$ cat src/rtl/serial_operand_port.sv
module serial_operand_port #(
  parameter int DATA_W      = 256,
  parameter int FRAME_BYTES = 34,
  parameter int CNT_W       = 16
) (
  input  logic              clk,
  input  logic              rst_n,
  input  logic [7:0]        din,
  input  logic              wr,
  input  logic              rd,
  input  logic [1:0]        mode,
  output logic [7:0]        dout,
  output logic              ready,
  output logic              valid,
  output logic              parity_error,
  output logic              core_start,
  output logic [DATA_W-1:0] core_operand,
  input  logic              core_done,
  input  logic [DATA_W-1:0] core_result,
  input  logic [CNT_W-1:0]  cnt_cycles,
  input  logic [CNT_W-1:0]  cnt_double,
  input  logic [CNT_W-1:0]  cnt_triple,
  input  logic [CNT_W-1:0]  cnt_iter,
  input  logic [7:0]        rnd_byte,
  input  logic              rnd_ready,
  output logic              rnd_take
);
  localparam int FRAME_W = FRAME_BYTES * 8;
  localparam int PAR_POS = FRAME_W - DATA_W - 1;
  localparam int BCW     = $clog2(FRAME_BYTES);
  localparam int CPAD    = FRAME_W - 4 * CNT_W - 8;

  typedef enum logic [1:0] {ST_FILL, ST_RUN, ST_DRAIN} st_t;
  st_t st;

  logic [2:0]         wr_q, rd_q;
  logic [FRAME_W-1:0] in_sr, out_sr;
  logic [BCW-1:0]     cnt;
  logic               queued, q_perr;

  wire wr_e = wr_q[1] & ~wr_q[2];
  wire rd_e = rd_q[1] & ~rd_q[2];

  wire [FRAME_W-1:0] in_next  = {in_sr[FRAME_W-9:0], din};
  wire               in_bad   = ^{in_next[FRAME_W-1 -: DATA_W], in_next[PAR_POS]};
  wire               last     = (cnt == BCW'(FRAME_BYTES - 1));
  wire               take     = wr_e & ((st == ST_FILL) | (st == ST_RUN & ~queued));
  wire               rnd_mode = (mode == 2'b10);

  wire [FRAME_W-1:0] res_frame = {core_result, ^core_result, parity_error,
                                  {(FRAME_W-DATA_W-2){1'b0}}};
  wire [FRAME_W-1:0] cnt_frame = {cnt_cycles, cnt_double, cnt_triple, cnt_iter,
                                  parity_error, rnd_ready, 6'b0, {CPAD{1'b0}}};

  assign ready = (st == ST_FILL) | (st == ST_RUN & ~queued);
  assign valid = (st == ST_DRAIN);
  assign dout  = (valid & rnd_mode) ? rnd_byte : out_sr[FRAME_W-1 -: 8];

  always_ff @(posedge clk or negedge rst_n) begin
    if (!rst_n) begin
      st           <= ST_FILL;
      wr_q         <= '0;
      rd_q         <= '0;
      in_sr        <= '0;
      out_sr       <= '0;
      cnt          <= '0;
      queued       <= 1'b0;
      q_perr       <= 1'b0;
      parity_error <= 1'b0;
      core_start   <= 1'b0;
      core_operand <= '0;
      rnd_take     <= 1'b0;
    end else begin
      wr_q       <= {wr_q[1:0], wr};
      rd_q       <= {rd_q[1:0], rd};
      core_start <= 1'b0;
      rnd_take   <= 1'b0;
      if (take) begin
        in_sr <= in_next;
        cnt   <= last ? '0 : cnt + 1'b1;
      end
      case (st)
        ST_FILL: if (take && last) begin
          core_operand <= in_next[FRAME_W-1 -: DATA_W];
          parity_error <= in_bad;
          core_start   <= 1'b1;
          st           <= ST_RUN;
        end
        ST_RUN: begin
          if (take && last) begin
            queued <= 1'b1;
            q_perr <= in_bad;
          end
          if (core_done) begin
            out_sr <= (mode == 2'b01) ? cnt_frame : res_frame;
            st     <= ST_DRAIN;
          end
        end
        default: begin
          if (wr_e) begin
            if (queued) begin
              core_operand <= in_sr[FRAME_W-1 -: DATA_W];
              parity_error <= q_perr;
              queued       <= 1'b0;
              core_start   <= 1'b1;
              st           <= ST_RUN;
            end else begin
              st <= ST_FILL;
            end
          end else if (rd_e) begin
            if (rnd_mode) rnd_take <= rnd_ready;
            else          out_sr   <= {out_sr[FRAME_W-9:0], 8'h00};
          end
        end
      endcase
    end
  end


  ready_valid_excl_chk: assert property (@(posedge clk) disable iff (!rst_n)
    !(ready && valid));

  start_pulse_chk: assert property (@(posedge clk) disable iff (!rst_n)
    core_start |=> !core_start);

  perr_on_start_chk: assert property (@(posedge clk) disable iff (!rst_n)
    !$stable(parity_error) |-> core_start);

  rnd_take_gate_chk: assert property (@(posedge clk) disable iff (!rst_n)
    rnd_take |-> $past(rnd_ready));

  rnd_frame_hold_chk: assert property (@(posedge clk) disable iff (!rst_n)
    (valid && rnd_mode) |=> $stable(out_sr));

  no_queue_in_fill_chk: assert property (@(posedge clk) disable iff (!rst_n)
    (st == ST_FILL) |-> !queued);
endmodule

$ cat config.mk
export PLATFORM = sky130hd
export DESIGN_NAME = serial_operand_port
export DESIGN_NICKNAME = d
export VERILOG_FILES = /design/src/rtl/serial_operand_port.sv
export SDC_FILE = /design/constraint.sdc
export NUM_CORES = 2
export LEC_CHECK = 0
export BUFFER_PORTS_ARGS = -buffer_cell sky130_fd_sc_hd__buf_2
export CAP_MARGIN = 10
export CELL_PAD_IN_SITES_DETAIL_PLACEMENT = 0
export CELL_PAD_IN_SITES_GLOBAL_PLACEMENT = 2
export CORE_MARGIN = 2
export CORE_UTILIZATION = 35
export DETAILED_ROUTE_END_ITERATION = 8
export PLACE_DENSITY_LB_ADDON = 0.25
export SETUP_SLACK_MARGIN = 0.3
export SLEW_MARGIN = 30
export SYNTH_ARGS = -nofsm -noshare
export SYNTH_HDL_FRONTEND = slang
export SYNTH_SLANG_ARGS = --single-unit
$ cat constraint.sdc
create_clock -name clk -period 2.76 [get_ports clk]
set_input_delay 0.276 -clock clk [delete_from_list [all_inputs] [get_ports clk]]
set_output_delay 0.276 -clock clk [all_outputs]
set_load 0.01 [all_outputs]
Yosys cells after proc, flatten, opt, wreduce, memory -nomap -nowiden
Cells that the tools add are included.
{"block": "word_totals", "elab_cells": 81, "output_inout_bits": 269, "register_bits": 819, "inputBits": 344}
{"block": "classes", "n_eq_ne": 10, "mux": 32, "add_sub_neg": 1, "n_bitwise": 11, "reduce_logical": 15}
{"cell": "$mux 272", "count": 5}
{"cell": "$mux 256", "count": 3}
{"cell": "$pmux 272 s2", "count": 1}
{"cell": "$pmux 256 s2", "count": 1}
{"cell": "$reduce_xor 257->1", "count": 1}
{"cell": "$reduce_xor 256->1", "count": 1}
{"cell": "$mux 1", "count": 13}
{"cell": "$mux 8", "count": 1}
{"cell": "$ne 2x1->1 const B", "count": 4}
{"cell": "$reduce_bool 2->1", "count": 4}
{"cell": "$add 6x1->6 const B", "count": 1}
{"cell": "$eq 6x6->1 const B", "count": 1}
{"cell": "$mux 2", "count": 3}
{"cell": "$mux 6", "count": 1}
{"cell": "$pmux 1 s2", "count": 3}
{"cell": "$reduce_and 3->1", "count": 2}
{"cell": "$and 1x1->1", "count": 5}
{"cell": "$not 1->1", "count": 5}
{"cell": "$reduce_and 5->1", "count": 1}
{"cell": "$eq 2x1->1 const B", "count": 2}
{"cell": "$eq 2x2->1 const B", "count": 2}
{"cell": "$pmux 2 s2", "count": 1}
{"cell": "$reduce_and 4->1", "count": 1}
{"cell": "$reduce_bool 3->1", "count": 1}
{"cell": "other kinds (6)", "count": 6}

Longest topological paths before layout
{"block": "depth", "word_depth": 7, "depth_mapped": 12, "ltp_nobuf": 9}

Least setup slack after synthesis
OpenSTA, ideal clock, no wires.
{"block": "synth_timing", "path_kind": "reg2reg", "from": "register cnt[1]", "to": "register core_operand[181]", "stages_incl_launch_ff": 13, "arrival_ps": 2200, "n_path_buf": 4, "path_slack_ps": 425, "path_cell_list": "dfrtp_1 > inv_1 > ha_1 > nand2_1 > or4_1 > clkbuf_1 > o31ai_1 > nand2_1 > clkbuf_1 > buf_1 > clkbuf_1 > nand2_1 > o21ai_0"}
{"block": "synth_between", "elab_chain_cells": 4}
{"item": "from (decl)", "line_no": "38", "source": "logic [BCW-1:0] cnt;"}
{"item": "from (signal assigned)", "line_no": "80", "source": "cnt <= last ? '0 : cnt + 1'b1;"}
{"item": "$eq 6x6->1", "line_no": "46", "source": "wire last = (cnt == BCW'(FRAME_BYTES - 1));"}
{"item": "$logic_and 1x1->1", "line_no": "83", "source": "ST_FILL: if (take && last) begin"}
{"item": "$ne 2x1->1 (no source line)"}
{"item": "$reduce_and 4->1 (no source line)"}
{"item": "to (signal assigned)", "line_no": "84", "source": "core_operand <= in_next[FRAME_W-1 -: DATA_W];"}
{"item": "to (signal assigned)", "line_no": "102", "source": "core_operand <= in_sr[FRAME_W-1 -: DATA_W];"}
{"item": "to (decl)", "line_no": "17", "source": "output logic [DATA_W-1:0] core_operand,"}
Every way passes these cells.
A chain may end at the register's enable or synchronous reset.

Worst setup path in the final report
{"block": "layout_timing", "from": "register in_sr[263]", "to": "register parity_error"}
{"block": "layout_between", "elab_chain_cells": 3}
{"item": "from (decl)", "line_no": "37", "source": "logic [FRAME_W-1:0] in_sr, out_sr;"}
{"item": "from (signal assigned)", "line_no": "79", "source": "in_sr <= in_next;"}
{"item": "$reduce_xor 257->1", "line_no": "45", "source": "wire in_bad = ^{in_next[FRAME_W-1 -: DATA_W], in_next[PAR_POS]};"}
{"item": "$mux 1", "line_no": "83"}
{"item": "$pmux 1 s2", "line_no": "82", "source": "case (st)"}
{"item": "to (signal assigned)", "line_no": "85", "source": "parity_error <= in_bad;"}
{"item": "to (signal assigned)", "line_no": "103", "source": "parity_error <= q_perr;"}
{"item": "to (decl)", "line_no": "15", "source": "output logic parity_error,"}
Every way passes these cells. The select of a mux whose other input is x is not followed.

==> results.py <==
metrics = {
    "clocking": {
        "clock_sinks": 805,
        "cts_root_buffer": "clkbuf_16",
        "clkLatencyLatePin_ns": 0.68,
        "h-tree-depth": 3,
        "cts_tree": "built",
        "cts.clk_slew.worst_paths_ns": 0.06,
        "max-clock-path-buffers": 3,
        "cts_made_buffers": 95,
    },
    "placed_design": {
        "dp_hpwl_mm": 92.9,
        "place.gp.congestion": 0.824,
        "io_buffers": 612,
    },
    "timing": {
        "rsz0062_at_grt": "yes",
        "report.final.hold_viol_count": 0,
        "maxSlewHeadroom_pct": 29.7,
        "fin_tns_setup_ns": 0,
        "whs_ns": 0.0550,
        "post-route-period-util_pct": 99.0,
        "tightestPinTransition_ns": 1.05,
        "report.final.slew_viol_count": 0,
        "period_needed_ns": 2.73,
        "setup-violations-final": 0,
        "worst_clock_skew_ns": 0.0283,
        "max_freq_mhz": 366,
    },
    "power": {
        "p_seq_share_pct": 37.0,
        "clock_power_share_pct": 30.7,
        "ir_worst_vdd_v": 0.00120,
        "p_sw_w": 0.0137,
        "p_per_area_mw_per_mm2": 858,
        "leakagePower_nw": 26.1,
        "p_comb_share_pct": 32.3,
        "internal-power_w": 0.0295,
        "finalPower_w": 0.0432,
        "swShare_pct": 31.8,
    },
    "die": {
        "dieHeight_um": 337,
        "initial_core_util_pct": 35.2,
        "die_x_um": 337,
        "dieArea_mm2": 0.114,
        "pin_count": 613,
        "core_mm2": 0.110,
        "row_count": 122,
    },
    "final_layout": {
        "syn_to_final_growth_pct": 29.6,
        "nNetsFinal": 5095,
        "nFillCells": 10700,
        "drive_gt1_share_pct": 20.7,
    },
    "global_route": {
        "grtUsageTotal_pct": 22.7,
        "grt_pass1_vias": 31300,
        "grt-ovfl-total": 0,
        "grt_max_degree": 172,
        "grt_first_pass_wirelength_mm": 197,
        "antenna_found_initial": 8,
    },
    "route": {
        "drt_iter0_drc": 1972,
        "dr.pass1.iters": 6,
        "antenna_left": 0,
        "vias": 30800,
        "remaining_drc_errors": 0,
        "drt-wirelength-per-cell_um": 20.8,
        "wl_mm": 131,
        "via_per_inst": 4.88,
    },
    "logic_synthesis": {
        "ys_seq_area_share_pct": 51.9,
        "ys_warn_count": 0,
        "syn-num-nets": 4299,
        "synth_commonest_cells": "nand2_1, dfrtp_1, xnor2_1",
        "yosys.area.top_type": "dfrtp_1",
        "ys_types": 35,
        "synth_ff_type": "dfrtp_1",
        "yosysMostFrequentCell": "nand2_1",
        "syn_avg_cell_area_um2": 9.82,
        "ys_ff_latch": 805,
        "netlist_instances": 3953,
        "synth_area_mm2": 0.0388,
        "synth_area_leaders": "dfrtp_1, nand2_1, xnor2_1",
        "synth-async-reset-ratio_pct": 100,
        "synth_edf_count": 0,
        "synthDominantCellAreaShare_pct": 51.9,
    },
    "flow_run": {
        "max_cap_viol_count": 0,
    },
    "setup_path": {
        "required_ns": 3.34,
        "critPathKind": "reg2reg",
        "end_kind": "flop",
        "cp_max_fo": 5,
        "critPathLaunchType": "flop",
        "arrival_ns": 3.31,
    },
    "min_path": {
        "hp-class": "in2reg",
    },
    "outcome": {
        "status": "complete, no violations",
    },
}
power groups by stage:
stage	clock [W]	sequential, W	combinational, W
after detailed placement	0	0.0161	0.0114
after floorplan	0	0.0155	0.00821
after global placement	0	0.0161	0.0114
after CTS	0.0136	0.0160	0.0133
final	0.0132	0.0160	0.0140
after global routing	0.0141	0.0163	0.0150
worst max-delay path, stage by stage (launching register included):
cell and delay, ns:
dfrtp_1 0.44, xnor2_1 0.17, xnor2_1 0.17, xnor2_2 0.32, xnor2_1 0.18, xnor2_2 0.28, xnor2_4 0.15, xnor2_2 0.16
buf_4 0.15, xnor3_2 0.37, o311ai_2 0.23
repair_timing:
| item | in CTS | in global routing |
|---|---|---|
| pin swaps | 25 | 22 |
| hold endpoints to repair | 389 | 0 |
| endpoints found under the setup margin | 10 | 142 |
| buffers inserted | 9 | 0 |
| hold buffers | 208 | 0 |
| cloned | 0 | 1 |
| resized for setup | 39 | 38 |
per-stage QoR:
| step | cells | setup WS (ns) | util (%) | instance area, µm² |
|---|---|---|---|---|
| after floorplan | 3953 | 0.425 | - | 38800 |
| after global placement | 5922 | -0.231 | 40.3 | 44500 |
| after detailed placement | 5922 | -0.262 | 40.3 | 44500 |
| after CTS | 6312 | 0.0655 | 45.4 | 50100 |
| after global routing | 6315 | -0.0649 | 45.6 | 50300 |
| final | 6320 | 0.0289 | 45.6 | 50300 |
routing by layer:
metal	vias up	global-route usage [%]	part of all wire, %
li1	14900	-	-
met1	15000	31.8	46
met2	718	34.9	45
met3	201	3.82	4.8
met4	2	9.40	4.0
met5	-	0	0.014
cells by family (layout without fill, tap and decap cells):
group                    Yosys count  count (layout)  share of synthesized area [%]
AO/OA/AOI/OAI                    595             595                           10.2
adder cells (fa/ha/maj)            2               2                         0.0644
multiplexers                     331             331                           8.56
AND/OR/NAND/NOR                 1436            1436                           15.1
XOR/XNOR                         512             512                           11.6
other                              0               7                              0
buffers and inverters            272            1144                           2.63
flip-flops                       805             805                           51.9
sequential cells by signal (all words and copies together) (netlist names):
name / count
wr_q: 3
queued: 1
rd_q: 3
core_operand: 256
out_sr: 258
parity_error: 1
in_sr: 272
rnd_take: 1
cnt: 6
core_start: 1
st: 2
q_perr: 1
worst paths after layout:
| path | start | end | slack, ns | depth (start not counted) |
|---|---|---|---|---|
| worst max register to register | in_sr[263] | parity_error | 0.03 | 10 |
| min in group asynchronous | rst_n | in_sr[47] | 0.14 | 2 |
| worst max-delay path | in_sr[263] | parity_error | 0.03 | 10 |
| worst min-delay path | cnt_double[1] | out_sr[241] | 0.06 | 5 |
| worst min register to register | wr_q[0] | wr_q[1] | 0.35 | 0 |
| max in group asynchronous | rst_n | core_operand[220] | 1.68 | 4 |
area by class of cell:
type | count | area (µm²) | area share (%)
inverter | 3 | 11.3 | 0.0224
multi-input combinational | 2876 | 18100 | 35.9
sequential | 805 | 20200 | 40.1
timing repair buffer | 968 | 6900 | 13.7
clock inverter | 34 | 474 | 0.942
clock buffer | 139 | 2820 | 5.59
antenna | 7 | 17.5 | 0.0348
tap | 1488 | 1860 | 3.70
cells in the final DEF, fill, tap and decap left out, types with 70 or more instances in the layout:
cell type      synthesis  final
a21oi_1               70     70
a221o_1              174    174
and3_1               175    175
buf_2                  0    610
buf_4                  0     98
clkbuf_16              0     98
dfrtp_1              805    782
dlygate4sd3_1          0    208
mux2i_1              322    322
nand2_1             1153   1149
nor2_1                89     88
o21ai_0              325    324
xnor2_1              448    414
Power figures use the tool's default switching activity.
